File: src/rtl/dbg_cmd_engine.sv
module dbg_cmd_engine #(
  parameter int ADDR_W = 16
) (
  input  logic              clk,
  input  logic              rst_n,
  input  logic              rx_valid,
  input  logic [7:0]        rx_data,
  output logic              rx_ready,
  output logic              tx_valid,
  output logic [7:0]        tx_data,
  output logic              mem_req,
  output logic              mem_we,
  output logic [1:0]        mem_size,
  output logic [ADDR_W-1:0] mem_addr,
  output logic [31:0]       mem_wdata,
  input  logic [31:0]       mem_rdata,
  input  logic              mem_ack,
  output logic [7:0]        status,
  output logic [31:0]       data_reg,
  output logic [ADDR_W-1:0] addr_reg,
  output logic              reset_req
);
  logic              busy, ind_q, esc_q, run_q;
  logic [31:0]       data_q;
  logic [ADDR_W-1:0] addr_q;

  wire accept = rx_valid && !busy;
  wire is_cmd = !esc_q && (rx_data < 8'd32);

  assign rx_ready  = !busy;
  assign mem_req   = busy;
  assign mem_addr  = addr_q;
  assign mem_wdata = data_q;
  assign data_reg  = data_q;
  assign addr_reg  = addr_q;
  assign status    = {5'b0, run_q, 1'b0, esc_q};

  always_ff @(posedge clk or negedge rst_n) begin
    if (!rst_n) begin
      busy <= 1'b0; ind_q <= 1'b0; esc_q <= 1'b0; run_q <= 1'b0;
      data_q <= '0; addr_q <= '0; mem_we <= 1'b0; mem_size <= 2'd0;
      tx_valid <= 1'b0; tx_data <= 8'h00; reset_req <= 1'b0;
    end else begin
      tx_valid  <= 1'b0;
      reset_req <= 1'b0;
      if (busy) begin
        if (mem_ack) begin
          busy <= 1'b0;
          if (!mem_we) begin
            if (ind_q) addr_q <= mem_rdata[ADDR_W-1:0];
            else case (mem_size)
              2'd0:    data_q <= {24'b0, mem_rdata[7:0]};
              2'd1:    data_q <= {16'b0, mem_rdata[15:0]};
              default: data_q <= mem_rdata;
            endcase
          end
        end
      end else if (accept) begin
        if (!is_cmd) begin
          data_q <= {data_q[23:0], rx_data};
          esc_q  <= 1'b0;
        end else begin
          case (rx_data)
            8'h00: esc_q <= 1'b1;
            8'h02: begin
              tx_valid <= 1'b1;
              tx_data  <= data_q[7:0];
              data_q   <= data_q >> 8;
              addr_q   <= addr_q + 1'b1;
            end
            8'h04: begin busy <= 1'b1; mem_we <= 1'b0; mem_size <= 2'd0; ind_q <= 1'b0; end
            8'h05: begin busy <= 1'b1; mem_we <= 1'b0; mem_size <= 2'd1; ind_q <= 1'b0; end
            8'h06: begin busy <= 1'b1; mem_we <= 1'b0; mem_size <= 2'd2; ind_q <= 1'b0; end
            8'h07: begin busy <= 1'b1; mem_we <= 1'b1; mem_size <= 2'd0; ind_q <= 1'b0; end
            8'h08: begin busy <= 1'b1; mem_we <= 1'b1; mem_size <= 2'd1; ind_q <= 1'b0; end
            8'h09: begin busy <= 1'b1; mem_we <= 1'b1; mem_size <= 2'd2; ind_q <= 1'b0; end
            8'h0A: addr_q <= data_q[ADDR_W-1:0];
            8'h0B: begin busy <= 1'b1; mem_we <= 1'b0; mem_size <= 2'd1; ind_q <= 1'b1; end
            8'h12: run_q <= 1'b1;
            8'h15: if (data_q[15:0] == 16'd1) reset_req <= 1'b1;
            default: ;
          endcase
        end
      end
    end
  end

  assert_data_shift_R1: assert property (@(posedge clk) disable iff (!rst_n)
    (rx_valid && rx_ready && !status[0] && rx_data >= 8'd32) |=>
      data_reg == {$past(data_reg[23:0]), $past(rx_data)});

  assert_escape_clears_R2: assert property (@(posedge clk) disable iff (!rst_n)
    (rx_valid && rx_ready && status[0]) |=>
      !status[0] && data_reg == {$past(data_reg[23:0]), $past(rx_data)});

  assert_tx_byte_R3: assert property (@(posedge clk) disable iff (!rst_n)
    (rx_valid && rx_ready && !status[0] && rx_data == 8'h02) |=>
      tx_valid && tx_data == $past(data_reg[7:0]));

  assert_tx_single_R3: assert property (@(posedge clk) disable iff (!rst_n)
    tx_valid |=> !tx_valid);

  assert_ignored_R9: assert property (@(posedge clk) disable iff (!rst_n)
    (rx_valid && rx_ready && !status[0] && (rx_data == 8'h03 || rx_data == 8'h1F)) |=>
      $stable(data_reg) && $stable(addr_reg) && $stable(status));

  assert_req_hold_R10: assert property (@(posedge clk) disable iff (!rst_n)
    (mem_req && !mem_ack) |=> mem_req && $stable(mem_addr) && $stable(mem_size)
      && $stable(mem_we) && $stable(mem_wdata));

  assert_reset_pulse_R8: assert property (@(posedge clk) disable iff (!rst_n)
    reset_req |=> !reset_req);
endmodule

File: config.mk
export PLATFORM = sky130hd
export DESIGN_NAME = dbg_cmd_engine
export DESIGN_NICKNAME = d
export VERILOG_FILES = /design/src/rtl/dbg_cmd_engine.sv
export SDC_FILE = /design/constraint.sdc
export NUM_CORES = 1
export LEC_CHECK = 0
export CAP_MARGIN = 25
export CORE_MARGIN = 2
export CORE_UTILIZATION = 49
export DETAILED_ROUTE_END_ITERATION = 10
export PLACE_DENSITY_LB_ADDON = 0.3
export SYNTH_ARGS = -nofsm -noshare
export SYNTH_HDL_FRONTEND = slang
export SYNTH_SLANG_ARGS = --single-unit
File: constraint.sdc
create_clock -name clk -period 5.1 [get_ports clk]
set_input_delay 0.765 -clock clk [delete_from_list [all_inputs] [get_ports clk]]
set_output_delay 0.765 -clock clk [all_outputs]
set_load 0.02 [all_outputs]
==> metrics.md, run 1 <==
| Metric | Value |
|---|---|
| Clk_lat worst skew | `0.34 ns` |
| Worst relative slew slack | `0.3018` |
| DP HPWL | `9612 microns` |
| CTS resizes | `0` |
| Max FFs per register | `32` |
| Crit path kind | `in2reg` |
| IO Pins | `163` |
| Main synth FF type | `dfrtp_1` |
| Hold Fails Final Rpt | `0` |
| Fillcell total | `between 700 and 800` |
| Initial antenna violation count | `0` |
| Tot GR Track Use | `0.2772` |
| TNS Setup | `0 ns` |
| RSZ-0062 raised after global routing | `false` |
| Min-delay worst type | `reg2reg` |
| CTS Hold Bufs | `0` |
| Root buffer cell | `clkbuf_8` |
| Routability cong. | `0.8811` |
| TritonCTS clock tree | `yes` |
| Commonest non-fill, non-tap cell in the layout | `clkdlybuf4s50_1` |
| Net count, final | `593` |
| Number of synthesized flops with an enable pin | `0` |
| Max-cap viol count | `0` |
| Core Util, Final | `0.6659` |
| Crit path DAT | `3.52 ns` |
| Period utilization | `0.6467` |
| Die height | `98.59 microns` |
| Residual DRC | `0` |
| DR vias/cell | `6.386` |
| Outcome | `complete, no violations` |
| Pwr/cell area | `373.6 mW/mm^2` |
| Non-filler cells, final | `~660` |
| Rows | `34` |
| Synth warn | `0` |
| Chip width | `approximately 99 microns` |
| # clock sinks | `65` |
| Pin count of the biggest net entering global routing | `66` |
| Final setup fails | `0` |
| Crit path max fanout | `32` |
| Maximum VDD drop | `0.3397 mV` |
| Min Tclk post-route | `3.298 ns` |
| CP Launch Type | `input port` |
| Seq/Total Area, Yosys | `0.3710` |
| Clock slew at reported path FFs | `0.06 ns` |
| WP data required | `~5.3 ns` |
| Number of global-route vias before repair | `4004` |
| Antenna Cells | `0` |
| Port Buffer Count | `about 160` |
| Overflow left after global routing | `0` |
| DRT antenna net count | `0` |
| Most frequent cells in the layout | `clkdlybuf4s50_1 (155), dfrtp_1 (64), mux2_2 (36)` |
| Core Footprint | `0.008678 sq mm` |
| Dpl ws | `1.537 ns` |
| Leak pwr | `2.261 nW` |
| Drt initial violations | `320` |
| FF+latch count, synth | `65` |
| First-pass GRT wire length | `21600 microns` |
| Post-Syn Instances | `457` |
| CTS Buf Count | `9` |
| Drt wl/cell | `~21 microns` |
| Final Max Tran Viols | `0` |
| Die area | `0.009720 sq mm` |
| Post-synth ARST share | `1.000` |
| Worst-Margin Slew | `1.045 ns` |
| Syn avg cell area | `9.593 sq um` |
| Synthesized area | `0.004384 sq mm` |
| WHS | `0.5016 ns` |
| Area added between synthesis and finish | `31.82%` |
| Final Cell Area | `0.005779 sq mm` |
| Final setup skew | `between 0.009 and 0.01 ns` |
| CP Capture Type | `register` |
| Setup Buffers After CTS | `0` |
| Layout cells sized above 1 | `0.1175` |
| Maximum clock frequency | `~0.3 GHz` |
| DRT Wirelength | `13640 microns` |
| Initial Utilization | `0.5052` |
| CTS Buffer Depth | `2` |
| Placed instance area | `0.005569 sq mm` |
| H-tree lvl count | `3` |
| Number of iterations in the first detailed-routing pass | `5` |
| Distinct cells, synth | `65` |
| Vias | `4221` |
| Power Total | `2.159 mW` |
| Setup ws final | `1.802 ns` |
| Cells after DPL | `645` |
## layout make-up
class,count,area [sq um],share of cell area
clock buffers,10,127.6,0.02208
well taps,108,135.1,0.02338
repair buffers,160,1587,0.2745
flip-flops and latches,65,1628,0.2817
clock inverters,6,82.58,0.01429
inverters,13,48.80,0.008443
multi-input cells,299,2171,0.3756
## critical path, stage by stage
cell and delay, ns:
clkdlybuf4s50_1 0.85, nor4b_2 0.47, a211oi_2 0.16, a21oi_4 0.83, mux2_2 0.42
## cell families (layout without fill, tap and decap cells)
| group | after synthesis | after routing | synth area share |
|---|---|---|---|
| AND/OR/NAND/NOR | 121 | 121 | 0.1524 |
| XOR/XNOR | 3 | 3 | 0.005994 |
| AO/OA/AOI/OAI | 108 | 108 | 0.1772 |
| other | 1 | 6 | 0.0008553 |
| buffers and inverters | 98 | 189 | 0.1413 |
| adder cells (fa/ha/maj) | 1 | 1 | 0.002853 |
| flip-flops | 65 | 65 | 0.3710 |
| multiplexers | 60 | 60 | 0.1484 |
## final timing paths
kind / startpoint / end / slack, ns / cells past startpoint
max: rx_data[1] / data_reg[17]$_DFFE_PN0P_ / 1.80 / 5
min: run_q$_DFFE_PN0P_ / run_q$_DFFE_PN0P_ / 0.50 / 1
max reg2reg: mem_req$_DFF_PN0_ / data_reg[17]$_DFFE_PN0P_ / 2.67 / 4
min reg2reg: run_q$_DFFE_PN0P_ / run_q$_DFFE_PN0P_ / 0.50 / 1
max in group asynchronous: rst_n / mem_req$_DFF_PN0_ / 3.93 / 2
min in group asynchronous: rst_n / addr_reg[8]$_DFFE_PN0P_ / 0.60 / 2
## where the power goes
part	internal (mW)	switching, mW	total (mW)
registers	0.610	0.182	0.792
logic	0.468	0.421	0.889
clock network	0.273	0.206	0.479
## synth_stat cells, types with 5 or more instances
library cell	instances	share of area
inv_1	13	0.011
nand4_1	5	0.0071
nor2_1	8	0.0068
o21ai_0	25	0.029
nor3_1	23	0.026
buf_4	56	0.096
nand2_1	35	0.030
nor4_1	10	0.014
or3_1	5	0.0071
nand3_1	8	0.0091
a22o_1	10	0.020
a21oi_1	6	0.0068
clkbuf_1	15	0.013
a31oi_1	9	0.013
mux2_2	36	0.092
dfrtp_1	65	0.37
mux2i_1	20	0.046
o22ai_1	12	0.017
buf_2	9	0.010
## routing by layer
layer  part of all wire  vias to the layer above  routed length, microns  GRT usage
met1               0.40                     2063                    5521     0.3969
met4              0.023                        0                     319    0.08641
li1                   -                     1842                       -          -
met2               0.48                      284                    6481     0.4307
met5                  0                        -                       0          0
met3              0.097                       32                    1320    0.04965
Power figures use the tool's default switching activity.
==> inputs of run 2 (changes only) <==
Settings changed: CORE_UTILIZATION 49 to 45.
Clock period 5.1 ns to 3.1 ns, I/O delays scaled along.
==> metrics.md, run 2 (synthesis results as in run 1) <==
| Metric | Value |
|---|---|
| Outcome | `complete, no violations` |
| Maximum clock frequency | `0.4156 GHz` |
| CTS Buffer Depth | `2` |
| CP Launch Type | `register` |
| Commonest non-fill, non-tap cell in the layout | `clkdlybuf4s50_1` |
| Root buffer cell | `clkbuf_8` |
| Max-cap viol count | `0` |
| Clk_lat worst skew | `0.36 ns` |
| CTS Hold Bufs | `0` |
| Antenna Cells | `0` |
| Min Tclk post-route | `2.406 ns` |
| Worst stage delay on the critical path | `about 0.76 ns` |
| Number of iterations in the first detailed-routing pass | `5` |
| Leak pwr | `approximately 2.3 nW` |
| Die height | `between 100 and 150 microns` |
| First-pass GRT wire length | `22360 microns` |
| Chip width | `102.7 microns` |
| Crit path max fanout | `34` |
| Layout cells sized above 1 | `0.1319` |
| Worst-path cell chain | `inv_1 -> clkdlybuf4s50_1` |
| Crit path DAT | `1.94 ns` |
| RSZ-0062 raised after global routing | `false` |
| CTS resizes | `0` |
| Worst-Margin Slew | `0.8677 ns` |
| Maximum VDD drop | `0.4778 mV` |
| DRT Wirelength | `between 10000 and 15000 microns` |
| Most frequent cells in the layout | `clkdlybuf4s50_1 (155), dfrtp_1 (64), mux2_2 (36)` |
| Vias | `4168` |
| Initial antenna violation count | `0` |
| Period utilization | `0.7761` |
| Slowest stage cell, crit path | `dfrtp_2` |
| Core Footprint | `between 0.009 and 0.01 sq mm` |
| Final Max Tran Viols | `0` |
| Drt initial violations | `between 400 and 500` |
| TNS Setup | `0 ns` |
| DRT antenna net count | `0` |
| Rows | `36` |
| Pwr/cell area | `605.3 mW/mm^2` |
| TritonCTS clock tree | `yes` |
| WHS | `roughly 0.3 ns` |
| Final Cell Area | `0.005887 sq mm` |
| Power Total | `3.563 mW` |
| Final setup skew | `0.008660 ns` |
| Crit-path leading delay family | `buffers and inverters` |
| Worst relative slew slack | `0.4216` |
| WP buf/inv | `2` |
| Setup Buffers After CTS | `0` |
| H-tree lvl count | `3` |
| Reg-to-reg slack, setup | `0.86 ns` |
| Pin count of the biggest net entering global routing | `66` |
| Min-delay worst type | `in2async` |
| Worst r2r src | `addr_reg[4]$_DFFE_PN0P_` |
| DP HPWL | `about 10000 microns` |
| Initial Utilization | `0.4570` |
| Tot GR Track Use | `0.2767` |
| Hold Fails Final Rpt | `0` |
| Clock slew at reported path FFs | `0.08 ns` |
| IO Pins | `163` |
| Die area | `0.01055 sq mm` |
| Clock power frac | `0.215` |
| R2R cell count | `4` |
| Drt wl/cell | `20.86 microns` |
| Net count, final | `601` |
| Flop pwr share | `0.369` |
| Port Buffer Count | `roughly 160` |
| WP data required | `about 2.6 ns` |
| # clock sinks | `65` |
| Net Switching | `1.405 mW` |
| Max FFs per register | `32` |
| DR vias/cell | `6.006` |
| Overflow left after global routing | `0` |
| CTS Buf Count | `9` |
| Crit path kind | `reg2out` |
| Fillcell total | `between 800 and 900` |
| Area added between synthesis and finish | `34.28%` |
| Number of global-route vias before repair | `4086` |
| Placed instance area | `0.005685 sq mm` |
| Residual DRC | `0` |
| Final setup fails | `0` |
| R2R Path End | `addr_reg[15]$_DFFE_PN0P_` |
| Sw Share | `0.3944` |
| Combinational fraction of design power | `0.415` |
| CP Capture Type | `output port` |
| Cell-internal power | `2.158 mW` |
| Routability cong. | `0.9108` |
[run 2: cell count changes in the layout (fill, tap and decap cells not counted)]
| cell | delta |
|---|---|
| buf_4 | +6 |
| buf_12 | +2 |
| clkinv_2 | -2 |
| clkinv_4 | +2 |
| inv_6 | +2 |
| bufinv_16 | -1 |
| clkbuf_1 | -1 |
[run 2: how the worst max path moves through the flow]
stage | from | endpoint | slack [ns] | cells after the start
after global routing | mem_req$_DFF_PN0_ | rx_ready | 0.57 | 2
final | mem_req$_DFF_PN0_ | rx_ready | 0.69 | 2
after global placement | rx_data[7] | addr_reg[8]$_DFFE_PN0P_ | 0.40 | 5
after floorplan | rx_data[7] | data_reg[10]$_DFFE_PN0P_ | 1.03 | 5
after detailed placement | rx_data[7] | addr_reg[8]$_DFFE_PN0P_ | 0.38 | 5
after CTS | mem_req$_DFF_PN0_ | rx_ready | 0.68 | 2
[run 2: power groups by stage]
stage / Combinational (mW) / Clock [mW] / Sequential, mW
2_1_floorplan: 0.750 / 0 / 1.39
3_3_place_gp: 1.46 / 0 / 1.32
6_report: 1.48 / 0.767 / 1.32
4_1_cts: 1.49 / 0.773 / 1.31
5_1_grt: 1.57 / 0.815 / 1.34
3_5_place_dp: 1.48 / 0 / 1.33
[run 2: stage by stage]
stage               std cells  worst slack (ns)    util
CTS                       694            0.6816  0.6136
detailed placement        678            0.3830  0.5926
global route              694            0.5658  0.6136
finish                    694            0.6940  0.6136
global placement          678            0.4027  0.5926
floorplan                 462             1.030       -
[run 2: area by class of cell]
cell class	count	area, sq um	share of cell area
Multi-Input combinational cell	299	2171	0.3688
Sequential cell	65	1628	0.2765
Tap cell	133	166.4	0.02827
Inverter	13	48.80	0.008289
Clock buffer	9	123.9	0.02104
Clock inverter	7	77.57	0.01318
Timing Repair Buffer	168	1672	0.2840
[run 2: worst register-to-register path, stage by stage (launching register included)]
cell,delay [ns]
dfrtp_1,0.49
nand4_1,0.54
nor4_1,0.60
a311oi_1,0.16
o32a_1,0.35
[run 2: metal layers]
layer  global-route usage  wire length [microns]
met1               0.3731                   6129
met2               0.4490                   6962
met3              0.06441                   1144
met4              0.07487                    243
met5                    0                      0
